`src/rtl/lpm_pkg.sv`:
```
package lpm_pkg;
  localparam int KEEP_W = 4;

  typedef enum logic [2:0] {
    M_ACT   = 3'd0,
    M_LPM0  = 3'd1,
    M_LPM3  = 3'd2,
    M_LPM4  = 3'd3,
    M_LPM35 = 3'd4,
    M_LPM45 = 3'd5
  } lpm_mode_e;

  typedef enum logic [1:0] {
    PH_ACT   = 2'd0,
    PH_SLEEP = 2'd1,
    PH_WAKE  = 2'd2
  } lpm_phase_e;

  typedef struct packed {
    logic mclk;
    logic smclk;
    logic aclk;
    logic fll;
    logic lfosc;
    logic cpu;
    logic pmem;
    logic ram;
    logic bkup;
    logic pwr;
  } lpm_gate_t;

  function automatic lpm_mode_e lpm_decode(input logic [2:0] code);
    case (code)
      3'd1:    return M_LPM0;
      3'd2:    return M_LPM3;
      3'd3:    return M_LPM4;
      3'd4:    return M_LPM35;
      3'd5:    return M_LPM45;
      default: return M_ACT;
    endcase
  endfunction
endpackage

```
`src/rtl/lpm_wake_filter.sv`:
```
module lpm_wake_filter
  import lpm_pkg::*;
#(
  parameter int NUM_IRQ = 4
) (
  input  lpm_mode_e          mode_i,
  input  logic [NUM_IRQ-1:0] irq_i,
  input  logic               io_i,
  input  logic               rtc_i,
  output logic               wake_o
);
  logic irq_any;
  assign irq_any = |irq_i;

  always_comb begin
    case (mode_i)
      M_LPM0, M_LPM3:   wake_o = irq_any | io_i | rtc_i;
      M_LPM4, M_LPM45:  wake_o = io_i;
      M_LPM35:          wake_o = io_i | rtc_i;
      default:          wake_o = 1'b0;
    endcase
  end
endmodule

```
`src/rtl/lpm_wake_timer.sv`:
```
module lpm_wake_timer #(
  parameter int CNT_W = 8
) (
  input  logic             clk_i,
  input  logic             rst_ni,
  input  logic             load_i,
  input  logic [CNT_W-1:0] load_val_i,
  input  logic             run_i,
  output logic             done_o
);
  logic [CNT_W-1:0] cnt_q;

  always_ff @(posedge clk_i or negedge rst_ni) begin
    if (!rst_ni)                      cnt_q <= '0;
    else if (load_i)                  cnt_q <= load_val_i;
    else if (run_i && cnt_q != '0)    cnt_q <= cnt_q - 1'b1;
  end

  assign done_o = run_i && (cnt_q == '0);
endmodule

```
`src/rtl/lpm_gate_dec.sv`:
```
module lpm_gate_dec
  import lpm_pkg::*;
(
  input  lpm_phase_e        phase_i,
  input  lpm_mode_e         mode_i,
  input  logic [KEEP_W-1:0] keep_i,
  output lpm_gate_t         gate_o,
  output logic              rst_o
);
  always_comb begin
    gate_o = '0;
    rst_o  = 1'b0;
    if (phase_i == PH_ACT) begin
      gate_o.mclk  = 1'b1;
      gate_o.smclk = keep_i[0];
      gate_o.aclk  = keep_i[1];
      gate_o.fll   = keep_i[2];
      gate_o.lfosc = keep_i[3];
      gate_o.cpu   = 1'b1;
      gate_o.pmem  = 1'b1;
      gate_o.ram   = 1'b1;
      gate_o.bkup  = 1'b1;
      gate_o.pwr   = 1'b1;
    end else begin
      case (mode_i)
        M_LPM0: begin
          gate_o.smclk = keep_i[0];
          gate_o.aclk  = keep_i[1];
          gate_o.fll   = keep_i[2];
          gate_o.lfosc = keep_i[3];
          gate_o.pmem  = 1'b1;
          gate_o.ram   = 1'b1;
          gate_o.bkup  = 1'b1;
          gate_o.pwr   = 1'b1;
        end
        M_LPM3: begin
          gate_o.aclk  = keep_i[1];
          gate_o.lfosc = keep_i[3];
          gate_o.ram   = 1'b1;
          gate_o.bkup  = 1'b1;
          gate_o.pwr   = 1'b1;
        end
        M_LPM4: begin
          gate_o.ram   = 1'b1;
          gate_o.bkup  = 1'b1;
          gate_o.pwr   = 1'b1;
        end
        M_LPM35: begin
          gate_o.lfosc = keep_i[3];
          gate_o.bkup  = 1'b1;
        end
        default: ;
      endcase
      // restart path: supply returns, core held in reset for the countdown
      if (phase_i == PH_WAKE) begin
        gate_o.pwr = 1'b1;
        rst_o      = (mode_i == M_LPM35) || (mode_i == M_LPM45);
      end
    end
  end
endmodule

```
`src/rtl/lpm_seq_ctrl.sv`:
```
module lpm_seq_ctrl
  import lpm_pkg::*;
#(
  parameter int NUM_IRQ        = 4,
  parameter int WAKE_LAT_LPM0  = 0,
  parameter int WAKE_LAT_LPM34 = 10,
  parameter int WAKE_LAT_X5    = 150
) (
  input  logic               clk_i,
  input  logic               rst_ni,
  input  logic               mode_req_valid_i,
  input  logic [2:0]         mode_req_i,
  input  logic [3:0]         clk_keep_i,
  input  logic [NUM_IRQ-1:0] irq_i,
  input  logic               io_wake_i,
  input  logic               rtc_wake_i,
  input  logic               reti_i,
  output logic               mclk_en_o,
  output logic               smclk_en_o,
  output logic               aclk_en_o,
  output logic               fll_en_o,
  output logic               lfosc_en_o,
  output logic               cpu_en_o,
  output logic               pmem_en_o,
  output logic               ram_en_o,
  output logic               bkup_en_o,
  output logic               core_pwr_en_o,
  output logic               core_rst_o,
  output logic               x35_wake_flag_o,
  output logic               x45_wake_flag_o,
  output logic               waking_o,
  output logic [2:0]         cur_mode_o
);
  localparam int LAT_A   = (WAKE_LAT_LPM0 > WAKE_LAT_LPM34) ? WAKE_LAT_LPM0 : WAKE_LAT_LPM34;
  localparam int LAT_MAX = (LAT_A > WAKE_LAT_X5) ? LAT_A : WAKE_LAT_X5;
  localparam int CNT_W   = (LAT_MAX > 1) ? $clog2(LAT_MAX) : 1;

  lpm_phase_e       phase_q;
  lpm_mode_e        mode_q, ret_q, pend_m_q;
  logic             isr_q, pend_v_q, x35_q, x45_q;
  logic             wake_ok, lat_zero, tmr_load, tmr_done, finish;
  logic [CNT_W-1:0] lat_m1;
  logic             eff_v;
  lpm_mode_e        eff_m, ret_n;
  lpm_gate_t        gate;
  logic             gate_rst;

  lpm_wake_filter #(.NUM_IRQ(NUM_IRQ)) u_filter (
    .mode_i (mode_q),
    .irq_i  (irq_i),
    .io_i   (io_wake_i),
    .rtc_i  (rtc_wake_i),
    .wake_o (wake_ok)
  );

  always_comb begin
    case (mode_q)
      M_LPM0: begin
        lat_zero = (WAKE_LAT_LPM0 == 0);
        lat_m1   = CNT_W'(WAKE_LAT_LPM0 - 1);
      end
      M_LPM3, M_LPM4: begin
        lat_zero = (WAKE_LAT_LPM34 == 0);
        lat_m1   = CNT_W'(WAKE_LAT_LPM34 - 1);
      end
      default: begin
        lat_zero = (WAKE_LAT_X5 == 0);
        lat_m1   = CNT_W'(WAKE_LAT_X5 - 1);
      end
    endcase
  end

  assign tmr_load = (phase_q == PH_SLEEP) && wake_ok && !lat_zero;

  lpm_wake_timer #(.CNT_W(CNT_W)) u_timer (
    .clk_i      (clk_i),
    .rst_ni     (rst_ni),
    .load_i     (tmr_load),
    .load_val_i (lat_m1),
    .run_i      (phase_q == PH_WAKE),
    .done_o     (tmr_done)
  );

  assign finish = ((phase_q == PH_SLEEP) && wake_ok && lat_zero) ||
                  ((phase_q == PH_WAKE) && tmr_done);

  // a fresh request overrides one held over from the countdown
  assign eff_v = mode_req_valid_i | pend_v_q;
  assign eff_m = mode_req_valid_i ? lpm_decode(mode_req_i) : pend_m_q;
  assign ret_n = eff_v ? eff_m : ret_q;

  always_ff @(posedge clk_i or negedge rst_ni) begin
    if (!rst_ni) begin
      phase_q  <= PH_ACT;
      mode_q   <= M_ACT;
      ret_q    <= M_ACT;
      pend_m_q <= M_ACT;
      isr_q    <= 1'b0;
      pend_v_q <= 1'b0;
      x35_q    <= 1'b0;
      x45_q    <= 1'b0;
    end else begin
      case (phase_q)
        PH_ACT: begin
          pend_v_q <= 1'b0;
          if (isr_q) begin
            ret_q <= ret_n;
            if (reti_i) begin
              isr_q <= 1'b0;
              if (ret_n != M_ACT) begin
                phase_q <= PH_SLEEP;
                mode_q  <= ret_n;
              end
            end
          end else if (eff_v && eff_m != M_ACT) begin
            phase_q <= PH_SLEEP;
            mode_q  <= eff_m;
          end
        end
        PH_SLEEP: begin
          if (wake_ok) begin
            if (mode_q == M_LPM35) x35_q <= 1'b1;
            if (mode_q == M_LPM45) x45_q <= 1'b1;
            if (!lat_zero) phase_q <= PH_WAKE;
          end
        end
        PH_WAKE: begin
          if (mode_req_valid_i) begin
            pend_v_q <= 1'b1;
            pend_m_q <= lpm_decode(mode_req_i);
          end
        end
        default: phase_q <= PH_ACT;
      endcase
      if (finish) begin
        phase_q <= PH_ACT;
        isr_q   <= (mode_q == M_LPM0) || (mode_q == M_LPM3);
        ret_q   <= mode_q;
        if (mode_q == M_LPM35 || mode_q == M_LPM45) pend_v_q <= 1'b0;
      end
    end
  end

  lpm_gate_dec u_dec (
    .phase_i (phase_q),
    .mode_i  (mode_q),
    .keep_i  (clk_keep_i),
    .gate_o  (gate),
    .rst_o   (gate_rst)
  );

  assign mclk_en_o       = gate.mclk;
  assign smclk_en_o      = gate.smclk;
  assign aclk_en_o       = gate.aclk;
  assign fll_en_o        = gate.fll;
  assign lfosc_en_o      = gate.lfosc;
  assign cpu_en_o        = gate.cpu;
  assign pmem_en_o       = gate.pmem;
  assign ram_en_o        = gate.ram;
  assign bkup_en_o       = gate.bkup;
  assign core_pwr_en_o   = gate.pwr;
  assign core_rst_o      = gate_rst;
  assign x35_wake_flag_o = x35_q;
  assign x45_wake_flag_o = x45_q;
  assign waking_o        = (phase_q == PH_WAKE);
  assign cur_mode_o      = (phase_q == PH_ACT) ? 3'd0 : mode_q;
endmodule

```
`config.mk`:
```
export PLATFORM = sky130hd
export DESIGN_NAME = lpm_seq_ctrl
export DESIGN_NICKNAME = d
export VERILOG_FILES = /design/src/rtl/lpm_pkg.sv /design/src/rtl/lpm_wake_filter.sv /design/src/rtl/lpm_wake_timer.sv /design/src/rtl/lpm_gate_dec.sv /design/src/rtl/lpm_seq_ctrl.sv
export SDC_FILE = /design/constraint.sdc
export NUM_CORES = 1
export LEC_CHECK = 0
export ABC_AREA = 1
export CAP_MARGIN = 20
export CORE_MARGIN = 2
export CORE_UTILIZATION = 50
export DETAILED_ROUTE_END_ITERATION = 7
export PLACE_DENSITY = 0.76
export SYNTH_ARGS = -nofsm -noshare
export SYNTH_HDL_FRONTEND = slang
export SYNTH_SLANG_ARGS = --single-unit
export TNS_END_PERCENT = 20
```
`constraint.sdc`:
```
create_clock -name clk_i -period 4 [get_ports clk_i]
set_input_delay 0.8 -clock clk_i [delete_from_list [all_inputs] [get_ports clk_i]]
set_output_delay 0.8 -clock clk_i [all_outputs]
set_load 0.05 [all_outputs]
```
==> results.py, run 1 <==
metrics = {
    "outcome": {
        "status": "completed",
    },
    "placement": {
        "post-dp-hpwl_um": 2611,
        "dpl_cell_area_sq_um": 1953,
        "place.gp.congestion": 0.7998,
        "portBuffers": 33,
    },
    "sta": {
        "grt_setup_unrepaired": "false",
        "skew_ns": 0.006061,
        "slew_viol_final": 0,
        "min_period_ns": 3.036,
        "worstMarginPinSlew_ns": 0.5098,
        "fin_crit_sh_pct": 75.90,
        "fmax_mhz": 329.4,
        "finalSetupViolations": 0,
        "tns_ns": 0,
        "hold_violations": 0,
        "max-slew-margin-rel_pct": 65.91,
    },
    "critical_path": {
        "startpoint_type": "input port",
        "crit_path_end_kind": "output port",
        "required_ns": 3.20,
        "rr_worst_depth": 9,
        "cp.arrival_ns": 2.24,
        "path_class": "input port to output port",
        "cp_max_fo": 1,
    },
    "clock_tree": {
        "cts_tree": "built",
        "cts_sinks": 23,
        "post_cts_resized": 0,
        "htreeDepth": 1,
        "cts_buffer_depth": 2,
        "clk_pin_slew_worst_paths_ns": 0.12,
        "hold_buffers": 0,
        "clock_latency_ns": 0.30,
        "cts_root_buf": "clkbuf_4",
        "numCtsBuffers": 3,
        "cts_setup_buffers": 0,
    },
    "logic_synthesis": {
        "synth.area.top_cells": "dfrtp_1 36%, nand2_1 15%, nand3_1 5.6%, nor2_1 4.5%, o21ai_0 3.8%",
        "synth_edf_count": 0,
        "ys_warn_count": 0,
        "syn_area_sq_um": 1599,
        "synth_area_leader_cell": "dfrtp_1",
        "ys_seq_area_share_pct": 35.99,
        "ys_ff_latch": 23,
        "async_flop_share_pct": 100.0,
        "synth_cell_types": 35,
        "synthCells": 219,
        "ys.flop_type": "dfrtp_1",
        "syn-num-nets": 240,
        "synth.avg_cell_area_sq_um": 7.302,
        "synthDominantCellAreaShare_pct": 35.99,
    },
    "cells_and_area": {
        "synthToLayoutAreaGrowth_pct": 25.51,
        "diodes": 0,
        "final_cell_mix": "66 x nand2_1, 33 x clkdlybuf4s50_1, 23 x dfrtp_1",
        "design_area_sq_um": 2007,
        "nets": 275,
        "final_layout_size_suffix_gt1_share_pct": 11.86,
        "final_common_cell": "nand2_1",
        "final.fill_count": 292,
    },
    "pwr": {
        "pwr-share-comb_pct": 66.9,
        "swShare_pct": 54.22,
        "switching_power_mw": 0.8468,
        "ir_worst_vdd_mv": 0.3589,
        "p_int_mw": 0.7151,
        "p_clk_share_pct": 6.8,
        "leakage_nw": 0.9850,
        "power-per-cell-area_nw_per_um2": 778.3,
        "seq_power_share_pct": 26.3,
    },
    "grt": {
        "overflow": 0,
        "grt_pass1_vias": 1280,
        "gr-usage-all-layers_pct": 19.98,
        "antenna_found_initial": 0,
        "grt_max_degree": 24,
        "grt_pass1_wl_um": 5595,
    },
    "drt": {
        "drt-vias-per-instance": 4.983,
        "ant_nets": 0,
        "first_pass_iters": 4,
        "wl_um": 3388,
        "initialDrtViolationCount": 48,
        "route.detailed.drc": 0,
        "routedWlPerCell_um": 11.41,
        "vias": 1480,
    },
    "flow_run": {
        "cap_violations": 0,
    },
    "die": {
        "fp.dieArea_sq_um": 3666,
        "boundaryPins": 34,
        "rows": 20,
        "die_w_um": 60.55,
        "core_sq_um": 3053,
        "die_y_um": 60.55,
        "start_util_pct": 52.38,
    },
    "min_path": {
        "min_path_cells": 2,
        "hp-class": "flip-flop to flip-flop",
    },
}
==> routing by layer <==
metal / vias to the layer above / track usage, % / wire [um] / share of wire (%)
met5: - / 0 / 0 / 0
met2: 39 / 32.92 / 1482 / 44
li1: 779 / - / - / -
met3: 2 / 2.132 / 184 / 5.4
met4: 0 / 4.658 / 21 / 0.62
met1: 660 / 28.57 / 1700 / 50
==> power by group through the flow <==
stage | Sequential [mW] | Combinational [mW] | Clock (mW)
finish | 0.411 | 1.05 | 0.106
global route | 0.426 | 1.15 | 0.116
CTS | 0.411 | 1.05 | 0.111
detailed placement | 0.414 | 1.05 | 0
global placement | 0.413 | 1.04 | 0
floorplan | 0.403 | 0.801 | 0
==> through the flow <==
stage / power [mW] / setup WS (ns) / std cells / utilization, % / hold WS (ns)
2_1_floorplan: 1.203 / 1.097 / 219 / - / 0.4486
4_1_cts: 1.570 / 0.9517 / 296 / 64.84 / 0.5024
6_report: 1.562 / 0.9639 / 297 / 65.74 / 0.4934
5_1_grt: 1.695 / 0.8764 / 297 / 65.74 / 0.5218
3_3_place_gp: 1.448 / 0.9723 / 292 / 63.98 / 0.4593
3_5_place_dp: 1.459 / 0.9517 / 292 / 63.98 / 0.4707
==> path summary, 6_finish.rpt <==
kind,from,end,slack (ns)
worst max-delay path,clk_keep_i[0],smclk_en_o,0.96
worst min-delay path,u_timer.cnt_q[0]$_DFFE_PN0P_,u_timer.cnt_q[0]$_DFFE_PN0P_,0.49
worst max register to register,u_timer.cnt_q[0]$_DFFE_PN0P_,u_timer.cnt_q[3]$_DFFE_PN0P_,2.37
worst min register to register,u_timer.cnt_q[0]$_DFFE_PN0P_,u_timer.cnt_q[0]$_DFFE_PN0P_,0.49
max in group asynchronous,rst_ni,phase_q[0]$_DFFE_PN0P_,2.75
min in group asynchronous,rst_ni,mode_q[1]$_DFFE_PN0P_,0.81
==> logic make-up after synthesis <==
group,synth area share [%]
compound gates,10.56
fa+ha+maj,3.130
flops,35.99
xor+xnor,2.739
buf+inv,7.981
simple gates,39.59
==> state kept, by name (all words and copies together), names as in the netlist <==
register / count
x35_wake_flag_o: 1
pend_m_q: 3
isr_q: 1
pend_v_q: 1
u_timer.cnt_q: 8
ret_q: 3
phase_q: 2
mode_q: 3
x45_wake_flag_o: 1
==> synth_stat cells, types with 3 or more instances <==
cell / count
inv_1: 15
dfrtp_1: 23
a21oi_1: 3
nand2_1: 66
nor2_1: 19
o21ai_1: 5
buf_4: 3
nand2_4: 3
or2_1: 3
nand2_2: 3
nor2_2: 3
ha_1: 4
inv_2: 7
nand3_1: 18
nand4_1: 5
o21ai_0: 12
xor2_1: 4
==> cell type report <==
cell class	instances	area, sq um	share of cell area, %
repair buffers	35	365.4	18.20
multi-input cells	168	895.9	44.64
inverters	23	88.84	4.426
well taps	44	55.05	2.743
flip-flops and latches	23	575.6	28.68
clock buffers	4	26.28	1.309
==> critical path: stages <==
cell and delay (ns):
clkdlybuf4s50_1 0.45, a21boi_0 0.17, clkdlybuf4s50_1 0.82
No activity file was read; power rests on OpenSTA's default activity.
==> run 2, diff against run 1 <==
==> constraint.sdc (replaced) <==
create_clock -name clk_i -period 2.8 [get_ports clk_i]
set_input_delay 0.56 -clock clk_i [delete_from_list [all_inputs] [get_ports clk_i]]
set_output_delay 0.56 -clock clk_i [all_outputs]
set_load 0.05 [all_outputs]
==> run 2 against run 1 <==
Utilization fell by 1.1 points. Global-route usage rose by 0.90 points. Final cell count stayed put. Non-clock buffer count unchanged. Routed wire length shrank 0.47%. Combinational power increased by 41%. Sequential power increased by 42%. Via count rose by 0.14%. Design area shrank 1.6%. Clock power increased by 42%.
==> results.py, run 2 (same netlist as run 1, synthesis figures left out) <==
metrics = {
    "drt": {
        "wl_met3_um": 153,
        "drt-vias-per-instance": 4.990,
        "routed.top_layer": "met4",
        "met1_length_um": 1679,
        "met2_length_um": 1520,
        "first_pass_iters": 4,
        "routedWlPerCell_um": 11.35,
        "ant_nets": 0,
        "initialDrtViolationCount": 37,
        "route.detailed.drc": 0,
        "wl_um": 3372,
        "vias": 1482,
    },
    "critical_path": {
        "endpoint": "bkup_en_o",
        "crit_start": "mode_q[0]$_DFFE_PN0P_",
        "path_depth": 3,
        "critical-path-top-delay-family": "buffers and inverters",
        "cp_slowest_cell": "clkdlybuf4s50_1",
        "path_class": "flip-flop to output port",
        "cp_num_buf_inv": 1,
        "ff2ff_setup_slack_ns": 1.16,
        "startpoint_type": "flip-flop",
        "cp_max_fo": 8,
        "cp.arrival_ns": 2.03,
        "rr_worst_depth": 9,
        "crit_path_end_kind": "output port",
        "reg2reg_to": "u_timer.cnt_q[2]$_DFFE_PN0P_",
        "slowest_delay_ns": 0.72,
        "worstReg2RegStart": "u_timer.cnt_q[0]$_DFFE_PN0P_",
        "required_ns": 2.24,
        "crit_chain": "o21ai_0 -> nand3_1 -> clkdlybuf4s50_1",
    },
    "sta": {
        "grt_setup_unrepaired": "false",
        "max-slew-margin-rel_pct": 65.90,
        "tns_ns": 0,
        "fmax_mhz": 385.8,
        "skew_ns": 0.005914,
        "slew_viol_final": 0,
        "fin_crit_sh_pct": 92.56,
        "finalSetupViolations": 0,
        "min_period_ns": 2.592,
        "hold_violations": 0,
        "worstMarginPinSlew_ns": 0.5099,
    },
    "grt": {
        "antenna_found_initial": 0,
        "grt_pass1_vias": 1392,
        "overflow": 0,
        "grt_pass1_wl_um": 5913,
        "gr-usage-all-layers_pct": 20.88,
        "grt_max_degree": 24,
    },
    "cells_and_area": {
        "final_common_cell": "nand2_1",
        "regArea_sq_um": 575.6,
        "synthToLayoutAreaGrowth_pct": 23.47,
        "nets": 275,
        "final_layout_size_suffix_gt1_share_pct": 13.83,
        "final_cell_mix": "66 x nand2_1, 28 x clkdlybuf4s50_1, 23 x dfrtp_1",
        "final.fill_count": 290,
        "largest_reg_flops": 8,
        "fin_util_pct": 64.67,
        "largest-register": "u_timer.cnt_q",
        "diodes": 0,
        "multi_input_area_sq_um": 895.9,
    },
    "die": {
        "die_y_um": 60.55,
        "start_util_pct": 52.38,
        "fp.dieArea_sq_um": 3666,
        "rows": 20,
        "core_sq_um": 3053,
        "die_w_um": 60.55,
        "boundaryPins": 34,
    },
    "placement": {
        "post-dp-hpwl_um": 2648,
        "portBuffers": 33,
        "place.gp.congestion": 0.7750,
    },
    "pwr": {
        "p_int_mw": 1.009,
        "p_total_mw": 2.216,
        "leakage_nw": 0.9844,
        "pwr-share-comb_pct": 66.9,
        "power-per-cell-area_nw_per_um2": 1122,
        "swShare_pct": 54.44,
        "seq_power_share_pct": 26.4,
        "ir_worst_vdd_mv": 0.5277,
        "p_clk_share_pct": 6.8,
        "switching_power_mw": 1.206,
    },
    "clock_tree": {
        "post_cts_resized": 0,
        "cts_root_buf": "clkbuf_4",
        "cts_buffer_depth": 2,
        "cts_sinks": 23,
        "hold_buffers": 0,
        "numCtsBuffers": 3,
        "cts_setup_buffers": 0,
        "cts_tree": "built",
        "htreeDepth": 1,
        "clock_latency_ns": 0.30,
        "clk_pin_slew_worst_paths_ns": 0.12,
    },
    "outcome": {
        "status": "completed",
    },
    "min_path": {
        "hp-class": "flip-flop to flip-flop",
    },
    "flow_run": {
        "cap_violations": 0,
    },
}
## run 2: cell types whose count changed in the layout (fill, tap and decap cells not counted), sizes merged
cell           before  now
buf                 2    7
clkdlybuf4s50      33   28
## run 2: how the worst min path moves through the flow
stage | end | from | slack (ns) | cells after the start
after floorplan | isr_q$_DFFE_PN0P_ | rst_ni | 0.26 | 0
after global placement | x35_wake_flag_o$_DFFE_PN0P_ | x35_wake_flag_o$_DFFE_PN0P_ | 0.46 | 1
after detailed placement | x35_wake_flag_o$_DFFE_PN0P_ | x35_wake_flag_o$_DFFE_PN0P_ | 0.47 | 1
after CTS | u_timer.cnt_q[0]$_DFFE_PN0P_ | u_timer.cnt_q[0]$_DFFE_PN0P_ | 0.50 | 2
after global routing | u_timer.cnt_q[0]$_DFFE_PN0P_ | u_timer.cnt_q[0]$_DFFE_PN0P_ | 0.51 | 2
final | x35_wake_flag_o$_DFFE_PN0P_ | x35_wake_flag_o$_DFFE_PN0P_ | 0.49 | 1
## run 2: cell type report
cell class / count / area share, %
sequential: 23 / 29.15
tap: 44 / 2.788
multi-input combinational: 168 / 45.37
timing repair buffer: 35 / 16.86
inverter: 23 / 4.499
clock buffer: 4 / 1.331
## run 2: power groups by stage
stage	Combinational, mW	Clock (mW)	Sequential (mW)
floorplan	1.14	0	0.575
global placement	1.48	0	0.585
detailed placement	1.49	0	0.587
CTS	1.50	0.157	0.582
global route	1.64	0.169	0.600
finish	1.48	0.150	0.584
## run 2: through the flow
| stage | cell area [sq um] | instances | hold WS (ns) | worst slack [ns] |
|---|---|---|---|---|
| 5_1_grt | 1974 | 297 | 0.5128 | 0.06265 |
| 4_1_cts | 1974 | 297 | 0.5008 | 0.1877 |
| 6_report | 1974 | 297 | 0.4949 | 0.2082 |
| 2_1_floorplan | 1599 | 219 | 0.2644 | 0.1367 |
| 3_5_place_dp | 1948 | 293 | 0.4675 | 0.4343 |
| 3_3_place_gp | 1948 | 293 | 0.4591 | 0.4701 |
## run 2: layer usage
layer	track usage [%]	vias up
met5	0	-
met4	4.658	0
met3	2.132	2
met2	37.11	30
met1	27.67	669
li1	-	781
==> run 3, diff against run 2 <==
--- a/config.mk
+++ b/config.mk
@@ -6,7 +6,7 @@
 export NUM_CORES = 1
 export LEC_CHECK = 0
 export ABC_AREA = 1
-export CAP_MARGIN = 20
+export CORE_ASPECT_RATIO = 1.5
 export CORE_MARGIN = 2
 export CORE_UTILIZATION = 50
 export DETAILED_ROUTE_END_ITERATION = 7
==> run 3 against run 2 <==
Clock skew down 0.0014 ns. Count of clock-buffer cells in the layout shrank 1. Setup slack got worse by 0.011 ns. Critical path type unchanged. Design area is 0.89% higher. Largest power group unchanged. Sequential power about the same.
==> results.py, run 3 (same netlist as run 1, synthesis figures left out) <==
metrics = {
    "drt": {
        "vias": 1491,
        "ant_nets": 0,
        "initialDrtViolationCount": 35,
        "routedWlPerCell_um": 11.85,
        "route.detailed.drc": 0,
        "wl_um": 3471,
        "drt-vias-per-instance": 5.089,
        "first_pass_iters": 4,
    },
    "cells_and_area": {
        "final_layout_size_suffix_gt1_share_pct": 13.83,
        "largest-register": "u_timer.cnt_q",
        "synthToLayoutAreaGrowth_pct": 24.57,
        "diodes": 0,
        "final_common_cell": "nand2_1",
        "multi_input_area_sq_um": 895.9,
        "regArea_sq_um": 575.6,
        "final_cell_mix": "66 x nand2_1, 29 x clkdlybuf4s50_1, 23 x dfrtp_1",
        "design_area_sq_um": 1992,
        "final.fill_count": 291,
        "nets": 275,
        "largest_reg_flops": 8,
    },
    "placement": {
        "dpl_cell_area_sq_um": 1946,
        "place.gp.congestion": 0.8161,
        "portBuffers": 33,
        "post-dp-hpwl_um": 2816,
    },
    "critical_path": {
        "path_class": "flip-flop to output port",
        "cp.arrival_ns": 2.04,
        "required_ns": 2.24,
        "cp_max_fo": 8,
        "startpoint_type": "flip-flop",
        "crit_path_end_kind": "output port",
    },
    "pwr": {
        "swShare_pct": 53.60,
        "leakage_nw": 0.9930,
        "p_total_mw": 2.277,
        "p_clk_share_pct": 8.8,
        "power-per-cell-area_nw_per_um2": 1143,
        "ir_worst_vdd_mv": 0.6323,
        "pwr-share-comb_pct": 65.4,
        "seq_power_share_pct": 25.8,
        "switching_power_mw": 1.221,
        "p_int_mw": 1.057,
    },
    "grt": {
        "gr-usage-all-layers_pct": 21.30,
        "overflow": 0,
        "grt_pass1_vias": 1462,
        "grt_max_degree": 24,
        "grt_pass1_wl_um": 6092,
        "antenna_found_initial": 0,
    },
    "clock_tree": {
        "cts_buffer_depth": 2,
        "cts_setup_buffers": 0,
        "hold_buffers": 0,
        "cts_root_buf": "clkbuf_8",
        "cts_sinks": 23,
        "cts_tree": "built",
        "numCtsBuffers": 3,
        "clk_pin_slew_worst_paths_ns": 0.08,
        "htreeDepth": 1,
        "clock_latency_ns": 0.26,
        "post_cts_resized": 0,
    },
    "die": {
        "die_w_um": 50.18,
        "core_sq_um": 3097,
        "rows": 25,
        "boundaryPins": 34,
        "die_y_um": 73.26,
        "fp.dieArea_sq_um": 3676,
        "start_util_pct": 51.64,
    },
    "sta": {
        "min_period_ns": 2.602,
        "hold_violations": 0,
        "skew_ns": 0.004486,
        "tns_ns": 0,
        "worstMarginPinSlew_ns": 0.5054,
        "max-slew-margin-rel_pct": 66.20,
        "slew_viol_final": 0,
        "finalSetupViolations": 0,
        "grt_setup_unrepaired": "false",
        "fin_crit_sh_pct": 92.94,
        "fmax_mhz": 384.3,
    },
    "min_path": {
        "hp-class": "flip-flop to flip-flop",
    },
    "outcome": {
        "status": "completed",
    },
    "flow_run": {
        "cap_violations": 0,
    },
}
==> run 3: cell count changes in the layout (fill, tap and decap cells not counted) <==
| cell | change |
|---|---|
| clkbuf_4 | -3 |
| clkbuf_8 | +3 |
| buf_4 | -1 |
| clkbuf_1 | -1 |
| clkdlybuf4s50_1 | +1 |
| clkinv_2 | +1 |
==> run 3: per-stage QoR <==
step	util, %	instances	hold WS (ns)	setup WS, ns
3_3_place_gp	62.83	289	0.4613	0.4781
6_report	64.32	293	0.4800	0.1977
4_1_cts	64.32	293	0.4882	0.1843
2_1_floorplan	-	219	0.2644	0.1367
3_5_place_dp	62.83	289	0.4655	0.4021
5_1_grt	64.32	293	0.5185	0.06586
==> run 3: routing by layer <==
layer,share of wire [%],vias to the layer above,global-route usage [%]
met1,41,678,22.02
met3,4.0,2,3.252
met5,0,-,0
met2,54,32,41.96
li1,-,779,-
met4,0.78,0,7.716
==> run 3: worst max-delay path, stage by stage, from the launching register on <==
cell and delay [ns]:
dfrtp_1 0.50, o21ai_0 0.44, nand3_1 0.12, clkdlybuf4s50_1 0.72
==> run 3: final timing paths <==
path	startpoint	endpoint	slack, ns	depth (start not counted)
worst max-delay path	mode_q[0]$_DFFE_PN0P_	bkup_en_o	0.20	3
worst min-delay path	x45_wake_flag_o$_DFFE_PN0P_	x45_wake_flag_o$_DFFE_PN0P_	0.48	1
worst max register to register	u_timer.cnt_q[0]$_DFFE_PN0P_	u_timer.cnt_q[0]$_DFFE_PN0P_	1.08	8
worst min register to register	x45_wake_flag_o$_DFFE_PN0P_	x45_wake_flag_o$_DFFE_PN0P_	0.48	1
max in group asynchronous	rst_ni	mode_q[0]$_DFFE_PN0P_	1.92	2
min in group asynchronous	rst_ni	u_timer.cnt_q[7]$_DFFE_PN0P_	0.65	2
==> run 3: final cells by class <==
class | instances | area share (%)
Clock buffer | 3 | 2.073
Inverter | 23 | 4.460
Multi-Input combinational cell | 168 | 44.97
Clock inverter | 1 | 0.2513
Timing Repair Buffer | 35 | 16.83
Tap cell | 40 | 2.513
Sequential cell | 23 | 28.89
==> run 3: power by group through the flow <==
stage          logic, mW  registers (mW)  clock network (mW)
2_1_floorplan       1.14           0.575                   0
3_3_place_gp        1.48           0.589                   0
3_5_place_dp        1.50           0.590                   0
4_1_cts             1.50           0.584               0.209
5_1_grt             1.65           0.601               0.229
6_report            1.49           0.587               0.200
